File: src/rtl/nipc_pkg.sv
package nipc_pkg;
  localparam int LVL_W   = 2;
  localparam int NUM_LVL = 1 << LVL_W;

  typedef struct packed {
    logic grant;     // acknowledge this cycle
    logic fast;      // winner is the fast-service candidate
    logic popLevel;  // drop the most urgent in-service level
    logic setEn;     // raise the enable flag
    logic clrEn;     // drop the enable flag
  } ctlStrobe_t;
endpackage

File: src/rtl/nipc_datapath.sv
module nipc_datapath
  import nipc_pkg::*;
#(
  parameter int NUM_SRC = 8,
  localparam int IDX_W = $clog2(NUM_SRC)
) (
  input  logic                     clk,
  input  logic                     rstN,
  input  logic [NUM_SRC-1:0]       reqIn,
  input  logic [NUM_SRC-1:0]       fastMode,
  input  logic [NUM_SRC*LVL_W-1:0] srcLevel,
  input  ctlStrobe_t               strobe,
  output logic                     fastAny,
  output logic                     maskAny,
  output logic [LVL_W-1:0]         maskLevel,
  output logic                     curIdle,
  output logic [LVL_W-1:0]         curLevel,
  output logic                     enFlag,
  output logic                     ackValid,
  output logic [IDX_W-1:0]         ackIdx,
  output logic                     ackFast
);
  logic [NUM_SRC-1:0] pendQ;
  logic [NUM_LVL-1:0] inServQ;
  logic               enQ;
  logic [LVL_W-1:0]   lvlArr [NUM_SRC];
  logic [NUM_SRC-1:0] fastCand, maskCand, takeMask;
  logic [IDX_W-1:0]   fastIdx, maskIdx, grantIdx;
  logic [NUM_LVL-1:0] popBit, servNext;

  genvar g;
  generate
    for (g = 0; g < NUM_SRC; g++) begin : gLvl
      assign lvlArr[g] = srcLevel[g*LVL_W +: LVL_W];
    end
  endgenerate

  assign fastCand = pendQ & fastMode;
  assign maskCand = pendQ & ~fastMode;

  // fast candidates: lowest index wins
  always_comb begin
    fastAny = 1'b0;
    fastIdx = '0;
    for (int i = NUM_SRC - 1; i >= 0; i--) begin
      if (fastCand[i]) begin
        fastAny = 1'b1;
        fastIdx = IDX_W'(i);
      end
    end
  end

  // maskable candidates: lowest level, then lowest index
  always_comb begin
    maskAny   = 1'b0;
    maskIdx   = '0;
    maskLevel = '0;
    for (int i = NUM_SRC - 1; i >= 0; i--) begin
      if (maskCand[i] && (!maskAny || lvlArr[i] <= maskLevel)) begin
        maskAny   = 1'b1;
        maskIdx   = IDX_W'(i);
        maskLevel = lvlArr[i];
      end
    end
  end

  // current level is the most urgent level in service
  always_comb begin
    curLevel = '0;
    for (int l = NUM_LVL - 1; l >= 0; l--) begin
      if (inServQ[l]) curLevel = LVL_W'(l);
    end
  end
  assign curIdle = (inServQ == '0);
  assign enFlag  = enQ;

  assign grantIdx = strobe.fast ? fastIdx : maskIdx;
  assign takeMask = strobe.grant ? (NUM_SRC'(1) << grantIdx) : '0;
  assign popBit   = inServQ & (~inServQ + NUM_LVL'(1));

  always_comb begin
    servNext = inServQ;
    if (strobe.popLevel) servNext = servNext & ~popBit;
    if (strobe.grant && !strobe.fast) servNext = servNext | (NUM_LVL'(1) << maskLevel);
  end

  always_ff @(posedge clk or negedge rstN) begin
    if (!rstN) begin
      pendQ    <= '0;
      inServQ  <= '0;
      enQ      <= 1'b0;
      ackValid <= 1'b0;
      ackIdx   <= '0;
      ackFast  <= 1'b0;
    end else begin
      pendQ    <= (pendQ & ~takeMask) | reqIn;
      inServQ  <= servNext;
      if (strobe.clrEn)      enQ <= 1'b0;
      else if (strobe.setEn) enQ <= 1'b1;
      ackValid <= strobe.grant;
      ackIdx   <= strobe.grant ? grantIdx : '0;
      ackFast  <= strobe.grant && strobe.fast;
    end
  end

  AST_GRANT_PENDING: assert property (@(posedge clk) disable iff (!rstN)
    strobe.grant |-> pendQ[grantIdx]);
  AST_MASK_CLEARS_EN: assert property (@(posedge clk) disable iff (!rstN)
    strobe.grant && !strobe.fast |=> !enQ);
  AST_FAST_KEEPS_SERV: assert property (@(posedge clk) disable iff (!rstN)
    strobe.grant && strobe.fast && !strobe.popLevel |=> $stable(inServQ));
  AST_POP_ONE: assert property (@(posedge clk) disable iff (!rstN)
    strobe.popLevel && (inServQ != '0) && !(strobe.grant && !strobe.fast)
    |=> $countones(inServQ) == $countones($past(inServQ)) - 1);
endmodule

File: src/rtl/nipc_control.sv
module nipc_control
  import nipc_pkg::*;
(
  input  logic             clk,
  input  logic             rstN,
  input  logic             fastAny,
  input  logic             maskAny,
  input  logic [LVL_W-1:0] maskLevel,
  input  logic             curIdle,
  input  logic [LVL_W-1:0] curLevel,
  input  logic             enFlag,
  input  logic             nestLock,
  input  logic             enSet,
  input  logic             enClr,
  input  logic             retStrobe,
  output ctlStrobe_t       strobe
);
  localparam logic [LVL_W-1:0] LOWEST = LVL_W'(NUM_LVL - 1);

  logic levelOk, sameLowest, maskWin;

  assign sameLowest = (maskLevel == LOWEST) && (curLevel == LOWEST);
  assign levelOk    = curIdle || (maskLevel < curLevel) || (sameLowest && !nestLock);
  assign maskWin    = maskAny && enFlag && levelOk;

  always_comb begin
    strobe          = '0;
    strobe.fast     = fastAny;
    strobe.grant    = fastAny || maskWin;
    strobe.popLevel = retStrobe;
    strobe.setEn    = enSet;
    strobe.clrEn    = enClr || (maskWin && !fastAny);
  end

  AST_ENABLE_GATE: assert property (@(posedge clk) disable iff (!rstN)
    strobe.grant && !strobe.fast |-> enFlag);
  AST_LOCK_NO_SAME: assert property (@(posedge clk) disable iff (!rstN)
    strobe.grant && !strobe.fast && nestLock && !curIdle |-> maskLevel != curLevel);
endmodule

File: src/rtl/nipc_top.sv
module nipc_top
  import nipc_pkg::*;
(
  input  logic        clk,
  input  logic        rstN,
  input  logic [7:0]  reqIn,
  input  logic [7:0]  fastMode,
  input  logic [15:0] srcLevel,
  input  logic        nestLock,
  input  logic        enSet,
  input  logic        enClr,
  input  logic        retStrobe,
  output logic        ackValid,
  output logic [2:0]  ackIdx,
  output logic        ackFast
);
  ctlStrobe_t       strobe;
  logic             fastAny, maskAny, curIdle, enFlag;
  logic [LVL_W-1:0] maskLevel, curLevel;

  nipc_datapath #(.NUM_SRC(8)) uDp (
    .clk(clk), .rstN(rstN), .reqIn(reqIn), .fastMode(fastMode), .srcLevel(srcLevel),
    .strobe(strobe), .fastAny(fastAny), .maskAny(maskAny), .maskLevel(maskLevel),
    .curIdle(curIdle), .curLevel(curLevel), .enFlag(enFlag),
    .ackValid(ackValid), .ackIdx(ackIdx), .ackFast(ackFast)
  );

  nipc_control uCtl (
    .clk(clk), .rstN(rstN), .fastAny(fastAny), .maskAny(maskAny), .maskLevel(maskLevel),
    .curIdle(curIdle), .curLevel(curLevel), .enFlag(enFlag), .nestLock(nestLock),
    .enSet(enSet), .enClr(enClr), .retStrobe(retStrobe), .strobe(strobe)
  );
endmodule

File: config.mk
export PLATFORM = sky130hd
export DESIGN_NAME = nipc_top
export DESIGN_NICKNAME = d
export VERILOG_FILES = /design/src/rtl/nipc_pkg.sv /design/src/rtl/nipc_datapath.sv /design/src/rtl/nipc_control.sv /design/src/rtl/nipc_top.sv
export SDC_FILE = /design/constraint.sdc
export NUM_CORES = 1
export LEC_CHECK = 0
export CAP_MARGIN = 20
export CELL_PAD_IN_SITES_DETAIL_PLACEMENT = 1
export CELL_PAD_IN_SITES_GLOBAL_PLACEMENT = 2
export CORE_ASPECT_RATIO = 0.8
export CORE_UTILIZATION = 31
export CTS_BUF_LIST = sky130_fd_sc_hd__clkbuf_8 sky130_fd_sc_hd__clkbuf_16
export CTS_CLUSTER_DIAMETER = 50
export DETAILED_ROUTE_END_ITERATION = 10
export PLACE_DENSITY_LB_ADDON = 0.1
export SLEW_MARGIN = 10
export SYNTH_ARGS = -nofsm -noshare
export SYNTH_HDL_FRONTEND = slang
export SYNTH_HIERARCHICAL = 1
export SYNTH_SLANG_ARGS = --single-unit
File: constraint.sdc
create_clock -name clk -period 19.6 [get_ports clk]
set_input_delay 3.92 -clock clk [delete_from_list [all_inputs] [get_ports clk]]
set_output_delay 3.92 -clock clk [all_outputs]
set_load 0.05 [all_outputs]
==> impl_metrics.py <==
metrics = {
    "outcome": {
        "outcome": "finished clean",
    },
    "setup_path": {
        "endpoint_kind": "flop",
        "rrSetupSlack_ns": 8.70,
        "cp-startpoint": "fastMode[7]",
        "reg2reg_to": "uDp/pendQ[5]",
        "endpoint": "uDp/pendQ[5]",
        "cpMostUsedCell": "ha_1",
        "max_stage_delay_ns": 0.45,
        "cp-start-kind": "input port",
        "cp_slowest_cell": "clkdlybuf4s50_1",
        "reg2reg_from": "uDp/pendQ[7]",
        "r2r_cells": 53,
        "required_ns": 19.72,
        "arrival_ns": 14.81,
        "crit_fanout": 7,
        "critPathKind": "in2reg",
    },
    "global_routing": {
        "antenna_found_initial": 0,
        "grt_pass1_vias": 1825,
        "grt_overflow_total": 0,
        "grt_max_degree": 19,
        "grt_pass1_wl_um": 8470,
        "track_usage_pct": 17.0,
    },
    "yosys": {
        "ys_ff_latch": 18,
        "synth_flop_cell": "dfrtp_1",
        "synth_edf_count": 0,
        "synth_top_family_by_area": "compound AO/OA/AOI/OAI gates",
        "yosysSeqAreaShare_pct": 24.0,
        "synthMuxAreaShare_pct": 0.599,
        "synth_fp_nets": 291,
        "synthArstFlopShare_pct": 100,
        "synth_cell_type_count": 60,
        "netlist_area_um2": 1880,
        "ys_warn_count": 6,
        "synthCells": 238,
        "synthAdderAreaFrac_pct": 9.98,
        "yosys.area_share.simple_pct": 27.8,
        "avgSynthCellArea_um2": 7.90,
        "synth-compound-area-share_pct": 31.3,
        "synth_xor_area_share_pct": 0,
    },
    "cts": {
        "clk_path_buf_depth": 2,
        "clock-sinks": 18,
        "clkSlewWorstSetupHoldPaths_ns": 0.07,
        "cts_root_buf": "clkbuf_8",
        "cts-htree-levels": 1,
        "cts_resized": 0,
        "holdBufCountCts": 0,
        "post-cts-setup-buffer-count": 0,
        "insertion_delay_ns": 0.25,
        "cts_tree": "yes",
        "cts_buffers": 3,
    },
    "cells_and_area": {
        "nNetsFinal": 334,
        "regArea_um2": 450,
        "num_antenna_cells": 0,
        "fin_util_pct": 42.6,
        "drive_gt1_share_pct": 6.81,
        "fillers": 724,
        "multi_input_area_um2": 1310,
        "area_growth_syn_to_layout_pct": 27.9,
        "final_cells": 357,
    },
    "detailed_routing": {
        "vias": 1847,
        "ant_nets": 0,
        "drt_iter0_drc": 40,
        "dr.pass1.iters": 5,
        "drc": 0,
        "routedWlPerCell_um": 14.4,
        "vias_per_cell": 5.17,
        "routed_wl_um": 5150,
    },
    "power": {
        "power_density_nw_per_um2": 79.9,
        "pwr-share-clk_pct": 13.0,
        "p_sw_share_pct": 44.3,
        "internal_power_mw": 0.107,
        "power_frac_seq_pct": 23.5,
        "power_frac_comb_pct": 63.5,
        "irDropWorstVdd_v": 0.0000482,
        "p_leak_nw": 1.04,
        "switching_power_mw": 0.0852,
    },
    "timing": {
        "drv_slew": 0,
        "period_minus_slack_ns": 14.69,
        "rsz0062_at_grt": "no",
        "skew_ns": 0.00248,
        "setup_viol": 0,
        "tightest_slew_ns": 0.798,
        "hold_slack_ns": 0.546,
        "fin_setup_tns_ns": 0,
        "hold_viol_final": 0,
        "maxSlewHeadroom_pct": 46.6,
        "timing.fmax_mhz": 68.1,
        "fin_crit_sh_pct": 74.9,
    },
    "placement": {
        "place_hpwl_um": 4420,
        "gp_congestion": 0.801,
        "portBuffers": 42,
        "dp_cells": 354,
    },
    "die": {
        "initial_core_util_pct": 33.3,
        "ios": 43,
        "die_h_um": 71.7,
        "core_area_um2": 5650,
        "die_area_um2": 6380,
        "die_x_um": 89.1,
        "rows": 24,
    },
    "job": {
        "drv_cap": 0,
    },
    "hold_path": {
        "hp-class": "reg2reg",
    },
}
[critical path: cells and delay by family]
kind,cells,cell delay (ns)
buf+inv,3,0.66
compound gates,26,4.93
simple gates,17,3.04
fa+ha+maj,8,2.23
[area by class of cell]
cell class / count / area share [%]
repair buffers: 42 / 17.5
inverters: 23 / 3.59
well taps: 78 / 4.06
flip-flops and latches: 18 / 18.7
clock buffers: 3 / 1.72
multi-input cells: 193 / 54.4
[placed cells by master (no fill, tap or decap), types with 3 or more instances in the layout]
cell | Yosys | final
ha_1 | 15 | 15
inv_1 | 22 | 22
nand2b_1 | 11 | 11
nand2_1 | 29 | 29
a21oi_1 | 16 | 16
nor2b_1 | 10 | 10
o211ai_1 | 4 | 4
nand4b_1 | 3 | 3
nor3_1 | 4 | 4
and2_1 | 5 | 5
o21a_1 | 3 | 3
o21ai_0 | 12 | 12
clkbuf_8 | 0 | 3
a31oi_1 | 5 | 5
nor2_1 | 21 | 21
clkdlybuf4s50_1 | 0 | 42
dfrtp_1 | 18 | 18
nand3_1 | 6 | 6
[state kept, by name, indices dropped and copies added (netlist names)]
name and count:
uDp/pendQ 8, uDp/ackValid 1, uDp/ackIdx 3, uDp/inServQ 4, uDp/enFlag 1, uDp/ackFast 1
[power by group through the flow]
stage	sequential (mW)	clock (mW)	combinational, mW
after CTS	0.0451	0.0262	0.123
after floorplan	0.0497	0	0.0835
after detailed placement	0.0457	0	0.122
after global placement	0.0456	0	0.120
final	0.0451	0.0251	0.122
after global routing	0.0457	0.0276	0.137
[cell families after synthesis]
family / count (synthesis)
AOI/OAI and AO/OA: 76
DFF: 18
and+or+nand+nor: 101
adders and majority gates: 15
buffers and inverters: 27
muxes: 1
[stage by stage]
stage / total power, mW / instance area, µm² / worst slack (ns)
6_report: 0.192 / 2410 / 4.91
3_3_place_gp: 0.166 / 2360 / 4.67
4_1_cts: 0.194 / 2410 / 4.80
3_5_place_dp: 0.168 / 2360 / 4.56
5_1_grt: 0.210 / 2410 / 3.78
2_1_floorplan: 0.133 / 1880 / 6.45
[synth_stat cells, drive strengths merged, types with 2 or more instances]
cell / number / area [µm²]
inv: 23 / 86.3
nor2b: 10 / 62.6
o211a: 3 / 37.5
nor4: 2 / 12.5
nand2: 29 / 109
a21o: 2 / 16.3
o21ai: 15 / 86.3
o211ai: 4 / 30.0
nand4b: 3 / 26.3
a32o: 3 / 31.3
a21boi: 2 / 15.0
and2b: 3 / 25.0
nand2b: 12 / 82.6
nor2: 21 / 78.8
ha: 15 / 188
and2: 5 / 31.3
a31oi: 6 / 43.8
nor3: 4 / 20.0
a21oi: 18 / 97.6
nand3: 6 / 30.0
or2: 2 / 12.5
dfrtp: 18 / 450
and4: 2 / 20.0
o21a: 3 / 22.5
buf: 4 / 33.8
[routing by layer]
layer  up-vias  global-route usage [%]  part of all wire, %
met1       865                    24.8                   54
met4         0                    3.70                 0.37
met3         2                   0.922                  2.0
met5         -                       0                    0
li1        951                       -                    -
met2        29                    27.7                   43
[how the worst min path moves through the flow]
stage,start,end,slack (ns),cells after the start
finish,uDp/enFlag,uDp/enFlag,0.55,2
global route,uDp/inServQ[3],uDp/inServQ[3],0.58,1
CTS,uDp/inServQ[3],uDp/inServQ[3],0.56,1
detailed placement,uDp/inServQ[2],uDp/inServQ[2],0.54,1
global placement,uDp/enFlag,uDp/enFlag,0.49,2
floorplan,uDp/enFlag,uDp/enFlag,0.46,2
(Power assumes the default switching activity.)
